===== config.mk =====
export PLATFORM = sky130hd
export DESIGN_NAME = chain_err_monitor
export DESIGN_NICKNAME = d
export VERILOG_FILES = /design/src/rtl/chain_mon_pkg.sv /design/src/rtl/chain_mon_datapath.sv /design/src/rtl/chain_mon_control.sv /design/src/rtl/chain_err_monitor.sv
export SDC_FILE = /design/constraint.sdc
export NUM_CORES = 1
export LEC_CHECK = 0
export ABC_CLOCK_PERIOD_IN_PS = 4300
export BUFFER_PORTS_ARGS = -buffer_cell sky130_fd_sc_hd__clkbuf_2
export CORE_MARGIN = 5
export CORE_UTILIZATION = 35
export DETAILED_ROUTE_END_ITERATION = 10
export REMOVE_ABC_BUFFERS = 1
export SLEW_MARGIN = 20
export SYNTH_ARGS = -nofsm -noshare
export SYNTH_HDL_FRONTEND = slang
export SYNTH_SLANG_ARGS = --single-unit

===== constraint.sdc =====
create_clock -name clk -period 4.3 [get_ports clk]
set_input_delay 0.215 -clock clk [delete_from_list [all_inputs] [get_ports clk]]
set_output_delay 0.215 -clock clk [all_outputs]
set_load 0.01 [all_outputs]

===== src/rtl/chain_mon_pkg.sv =====
package chain_mon_pkg;
  // strobes from run control to the counting datapath
  typedef struct packed {
    logic upset;
    logic longUp;
    logic sefi;
  } evtStrobe_t;

  localparam int NUM_CLASSES = 3;
endpackage


===== src/rtl/chain_mon_datapath.sv =====
module chain_mon_datapath
  import chain_mon_pkg::*;
#(
  parameter int LATENCY = 4,
  parameter int CNT_W   = 16
) (
  input  logic             clk,
  input  logic             rst,
  input  logic             chainIn,
  input  evtStrobe_t       strb,
  output logic             stimOut,
  output logic             mismatch,
  output logic             evtPulse,
  output logic [CNT_W-1:0] upsetCnt,
  output logic [CNT_W-1:0] longCnt,
  output logic [CNT_W-1:0] sefiCnt
);
  localparam logic [CNT_W-1:0] CNT_MAX = '1;

  logic               stimReg;
  logic [LATENCY-1:0] delayLine;
  logic [NUM_CLASSES-1:0] incVec;
  logic [CNT_W-1:0]   cntArr [NUM_CLASSES];

  always_ff @(posedge clk) begin
    if (rst) stimReg <= 1'b0;
    else     stimReg <= ~stimReg;
  end

  // each stage resets to the level the wave had that many edges earlier
  genvar k;
  generate
    for (k = 0; k < LATENCY; k++) begin : g_dly
      always_ff @(posedge clk) begin
        if (rst) delayLine[k] <= 1'((k + 1) % 2);
        else if (k == 0) delayLine[k] <= stimReg;
        else delayLine[k] <= delayLine[(k == 0) ? 0 : k-1];
      end
    end
  endgenerate

  assign stimOut  = stimReg;
  assign mismatch = chainIn ^ delayLine[LATENCY-1];
  assign incVec   = {strb.sefi, strb.longUp, strb.upset};

  genvar c;
  generate
    for (c = 0; c < NUM_CLASSES; c++) begin : g_cnt
      always_ff @(posedge clk) begin
        if (rst) cntArr[c] <= '0;
        else if (incVec[c] && cntArr[c] != CNT_MAX) cntArr[c] <= cntArr[c] + CNT_W'(1);
      end


      no_overflow_chk: assert property (@(posedge clk) disable iff (rst)
        cntArr[c] == CNT_MAX |=> cntArr[c] == CNT_MAX);
    end
  endgenerate

  always_ff @(posedge clk) begin
    if (rst) evtPulse <= 1'b0;
    else     evtPulse <= |incVec;
  end

  assign upsetCnt = cntArr[0];
  assign longCnt  = cntArr[1];
  assign sefiCnt  = cntArr[2];


  evt_pulse_chk: assert property (@(posedge clk) disable iff (rst)
    strb.upset && upsetCnt != CNT_MAX |=> evtPulse && upsetCnt == $past(upsetCnt) + CNT_W'(1));
endmodule


===== src/rtl/chain_mon_control.sv =====
module chain_mon_control
  import chain_mon_pkg::*;
#(
  parameter int SEFI_RUN = 50
) (
  input  logic       clk,
  input  logic       rst,
  input  logic       clrIrq,
  input  logic       mismatch,
  output evtStrobe_t strb,
  output logic       irqFlag
);
  localparam int RUN_W = $clog2(SEFI_RUN + 1);
  localparam logic [RUN_W-1:0] LAST_LEN = RUN_W'(SEFI_RUN - 1);

  logic [RUN_W-1:0] runLen;

  always_comb begin
    strb = '0;
    if (!clrIrq && !irqFlag) begin
      if (mismatch) begin
        if (runLen == LAST_LEN) strb.sefi = 1'b1;
      end else if (runLen == RUN_W'(1)) begin
        strb.upset = 1'b1;
      end else if (runLen > RUN_W'(1)) begin
        strb.longUp = 1'b1;
      end
    end
  end

  always_ff @(posedge clk) begin
    if (rst || clrIrq) begin
      runLen  <= '0;
      irqFlag <= 1'b0;
    end else if (irqFlag) begin
      runLen  <= '0;
    end else if (mismatch) begin
      if (strb.sefi) begin
        runLen  <= '0;
        irqFlag <= 1'b1;
      end else begin
        runLen  <= runLen + RUN_W'(1);
      end
    end else begin
      runLen <= '0;
    end
  end


  strobe_onehot_chk: assert property (@(posedge clk) disable iff (rst)
    $onehot0(strb));


  sefi_flag_chk: assert property (@(posedge clk) disable iff (rst)
    strb.sefi |=> irqFlag);


  run_bound_chk: assert property (@(posedge clk) disable iff (rst)
    runLen < RUN_W'(SEFI_RUN));


  clear_chk: assert property (@(posedge clk) disable iff (rst)
    clrIrq |=> !irqFlag && runLen == '0);
endmodule


===== src/rtl/chain_err_monitor.sv =====
module chain_err_monitor
  import chain_mon_pkg::*;
#(
  parameter int LATENCY  = 4,
  parameter int SEFI_RUN = 50,
  parameter int CNT_W    = 16
) (
  input  logic             clk,
  input  logic             rst,
  input  logic             clrIrq,
  input  logic             chainIn,
  output logic             stimOut,
  output logic             evtPulse,
  output logic             irqFlag,
  output logic [CNT_W-1:0] upsetCnt,
  output logic [CNT_W-1:0] longCnt,
  output logic [CNT_W-1:0] sefiCnt
);
  evtStrobe_t strb;
  logic       mismatch;

  chain_mon_datapath #(.LATENCY(LATENCY), .CNT_W(CNT_W)) u_dp (
    .clk(clk), .rst(rst), .chainIn(chainIn), .strb(strb),
    .stimOut(stimOut), .mismatch(mismatch), .evtPulse(evtPulse),
    .upsetCnt(upsetCnt), .longCnt(longCnt), .sefiCnt(sefiCnt)
  );

  chain_mon_control #(.SEFI_RUN(SEFI_RUN)) u_ctl (
    .clk(clk), .rst(rst), .clrIrq(clrIrq), .mismatch(mismatch),
    .strb(strb), .irqFlag(irqFlag)
  );


  locked_quiet_chk: assert property (@(posedge clk) disable iff (rst)
    irqFlag && !clrIrq |=> $stable(upsetCnt) && $stable(longCnt) && $stable(sefiCnt));


  stim_toggle_chk: assert property (@(posedge clk) disable iff (rst)
    !$past(rst) |-> stimOut != $past(stimOut));
endmodule


==> results.cfg <==
[clock_network]
bufs_on_longest_clock_path = 2
clk_latency_ns = 0.34
cts_tree = built
post_cts_sizing = 0
clock_tree.htree_level_count = 3
cts_inserted_buffers = 9
cts.hold.buffers_added = 0
cts.sink_count = 61
postCtsSetupRepairBufs = 0
cts_root_buffer = sky130_fd_sc_hd__clkbuf_8
clock_transition_at_the_register_clock_pins_on_the_worst_setup_and_hold_paths_after_cts_ns = 0.07

[yosys]
yosys_most_used_dff = sky130_fd_sc_hd__edfxtp_1
post_synth_instance_area_um2 = 3120
syn_avg_cell_area_um2 = 10.44
cell_taking_the_most_area_after_synthesis = sky130_fd_sc_hd__edfxtp_1
synth-edff-count = 48
fraction_of_post_synthesis_cell_area_in_the_top_cell_type_by_area_pct = 46.19
yosys.cell_count.top_type = sky130_fd_sc_hd__nor2_1
post_synth_main_area_contributors = sky130_fd_sc_hd__edfxtp_1 46%, sky130_fd_sc_hd__dfxtp_1 8.3%, sky130_fd_sc_hd__xnor2_1 7.6%
synthesis.yosys.warnings = 0
synth_sequential_area_ratio_pct = 54.53
synth_commonest_cells = 62 x sky130_fd_sc_hd__nor2_1, 48 x sky130_fd_sc_hd__edfxtp_1, 27 x sky130_fd_sc_hd__xnor2_1
synth-async-reset-ratio_pct = 0
library_cells_used_by_synthesis = 33
netlist_instances = 299
synth.ff_latch_count = 61

[floorplanning]
die_height_um = 104.4
io_pins = 55
chipWidth_um = 104.4
starting_utilization_of_the_core_area_pct = 35.78
floorplan.core_area_um2 = 8721
placementRows = 34
floorplan.die_area_um2 = 10900

[place]
replace_congestion = 0.7998
hpwl_after_detailed_placement_mm = 4.429
numPlacedInstances = 453
io_buffers = 54
post_detailed_placement_cell_area_um2 = 3485

[pwr]
total_power_uw = 1343
pwr-share-comb_pct = 6.2
power_frac_seq_pct = 51.2
p_switching_uw = 308.6
sw_frac_of_total_pct = 22.98
total_leakage_power_uw = 0.001347
vdd_drop_max_mv = 0.1778
clock_power_share_pct = 42.6
internal_power_uw = 1034
pd_cells_nw_per_um2 = 361.4

[detailed_routing]
wl_per_cell_um = 13.49
detailroute.via_count = 2309
drt_iter0_markers = 95
route.antenna.remaining_nets = 0
route.detailed.vias_per_inst = 4.913
drt_pass1_iterations = 4
wl_mm = 6.340
route.detailed.drc = 0

[layout]
finish.instance_area_um2 = 3716
fin_nets = 367
flow.area_growth_from_synthesis_pct = 19.09
finish.cell_count_without_fillers = 470
final_layout_size_suffix_gt1_share_pct = 22.38
antenna_cells = 0

[critical_path]
cpMaxStageDelayCell = sky130_fd_sc_hd__nand2b_1
stages_on_worst_setup_path = 5
critical_path.endpoint_type = flop
critPathArrivalTime_ns = 2.51
critPathMaxFanout = 16
ff2ff_path_depth = 5
timing.critical_path.slowest_cell_delay_ns = 0.55
worstPathRequired_ns = 4.27
critPathKind = flop to flop
path_buf_inv = 0
path_cells = ha_1 > or4b_4 > nor4_1 > o21ai_0 > nand2b_1
path_delay_family = simple AND/OR/NAND/NOR gates
startpoint_type = flop

[worst_hold_path]
whs_path_depth = 2
hold_path.class = input port to flop

[global_route]
maximum_number_of_pins_on_one_net_before_global_route_repair = 17
vias_in_the_first_global_route = 2319
grt_use_total_pct = 12.35
grt_antenna_before_repair = 0
grt_pass1_wl_mm = 11.10
grt-ovfl-total = 0

[timing]
setup_viols_final = 0
timing.slew.headroom_pct = 51.36
min_period_over_period_pct = 59.22
slew_viol_final = 0
worst_clock_skew_ns = 0.01166
minimum_period_implied_by_the_final_worst_setup_slack_ns = 2.546
maxClockFrequency_mhz = 392.7
unrepaired_setup_endpoints_after_global_routing = no
final.hold.worst_slack_ns = 0.1885
timing_hold_violations_final = 0
worst-slew-pin-transition_ns = 0.7295
final.setup.tns_ns = 0

[job]
timing.max_cap.violations = 0

[status]
run_status = finished clean
metrics by stage:
stage / utilization, % / setup WS, ns
after floorplan: - / 2.019
after global placement: 39.96 / 1.803
after detailed placement: 39.96 / 1.733
after CTS: 42.53 / 1.728
after global routing: 42.61 / 1.523
final: 42.61 / 1.754
metal layers:
layer | share of wire, % | routed length [um] | GRT usage (%) | vias to the layer above
met5 | 0 | 0 | 0 | -
met4 | 1.3 | 80 | 5.088 | 0
met3 | 6.0 | 381 | 4.593 | 7
met2 | 46 | 2921 | 20.09 | 50
met1 | 47 | 2956 | 14.65 | 1079
li1 | - | - | - | 1173
state kept, by name, indices dropped and copies added (netlist names):
register        count
u_dp.stimOut        1
u_dp.cntArr        48
u_dp.evtPulse       1
u_ctl.irqFlag       1
u_dp.delayLine      4
u_ctl.runLen        6
power by group through the flow:
stage | combinational (uW) | sequential, uW | clock [uW]
floorplan | 42.7 | 704 | 0
global placement | 84.4 | 699 | 0
detailed placement | 84.6 | 700 | 0
CTS | 85.1 | 687 | 591
global route | 94.9 | 691 | 615
finish | 83.5 | 687 | 572
worst paths after layout:
check                          startpoint                              end  slack, ns
max            u_ctl.runLen[0]$_SDFF_PP0_  u_dp.cntArr[2][7]$_SDFFCE_PN0P_       1.75
min                                   rst         u_dp.evtPulse$_SDFF_PP0_       0.19
max reg2reg    u_ctl.runLen[0]$_SDFF_PP0_  u_dp.cntArr[2][7]$_SDFFCE_PN0P_       1.75
min reg2reg  u_dp.delayLine[1]$_SDFF_PP0_     u_dp.delayLine[2]$_SDFF_PP1_       0.41
cell families after synthesis:
family	synth area share, %
buffers and inverters	2.646
DFF	54.53
adders and majority gates	2.406
xor gates and xnor gates	12.91
and+or+nand+nor	25.10
AOI/OAI and AO/OA	2.406
layout make-up:
type / count / area (um^2)
clock buffers: 10 / 137.6
clock inverters: 6 / 86.33
fillers: 849 / 5005
inverters: 11 / 41.29
multi-input cells: 219 / 1336
flip-flops and latches: 61 / 1702
well taps: 108 / 135.1
repair buffers: 55 / 277.8
placed cells by master, fill, tap and decap left out, types with 5 or more instances in the layout:
| master | n |
|---|---|
| sky130_fd_sc_hd__ha_1 | 6 |
| sky130_fd_sc_hd__inv_1 | 11 |
| sky130_fd_sc_hd__clkbuf_8 | 10 |
| sky130_fd_sc_hd__clkbuf_2 | 54 |
| sky130_fd_sc_hd__nand4_1 | 11 |
| sky130_fd_sc_hd__nor4_1 | 10 |
| sky130_fd_sc_hd__xnor2_1 | 27 |
| sky130_fd_sc_hd__nand2_1 | 13 |
| sky130_fd_sc_hd__nor2_1 | 62 |
| sky130_fd_sc_hd__dfxtp_1 | 13 |
| sky130_fd_sc_hd__nand3_1 | 21 |
| sky130_fd_sc_hd__xor2_1 | 19 |
| sky130_fd_sc_hd__and3_1 | 6 |
| sky130_fd_sc_hd__nor3_1 | 8 |
| sky130_fd_sc_hd__o21ai_0 | 5 |
| sky130_fd_sc_hd__and4_1 | 5 |
| sky130_fd_sc_hd__edfxtp_1 | 48 |
Power figures use the tool's default switching activity.
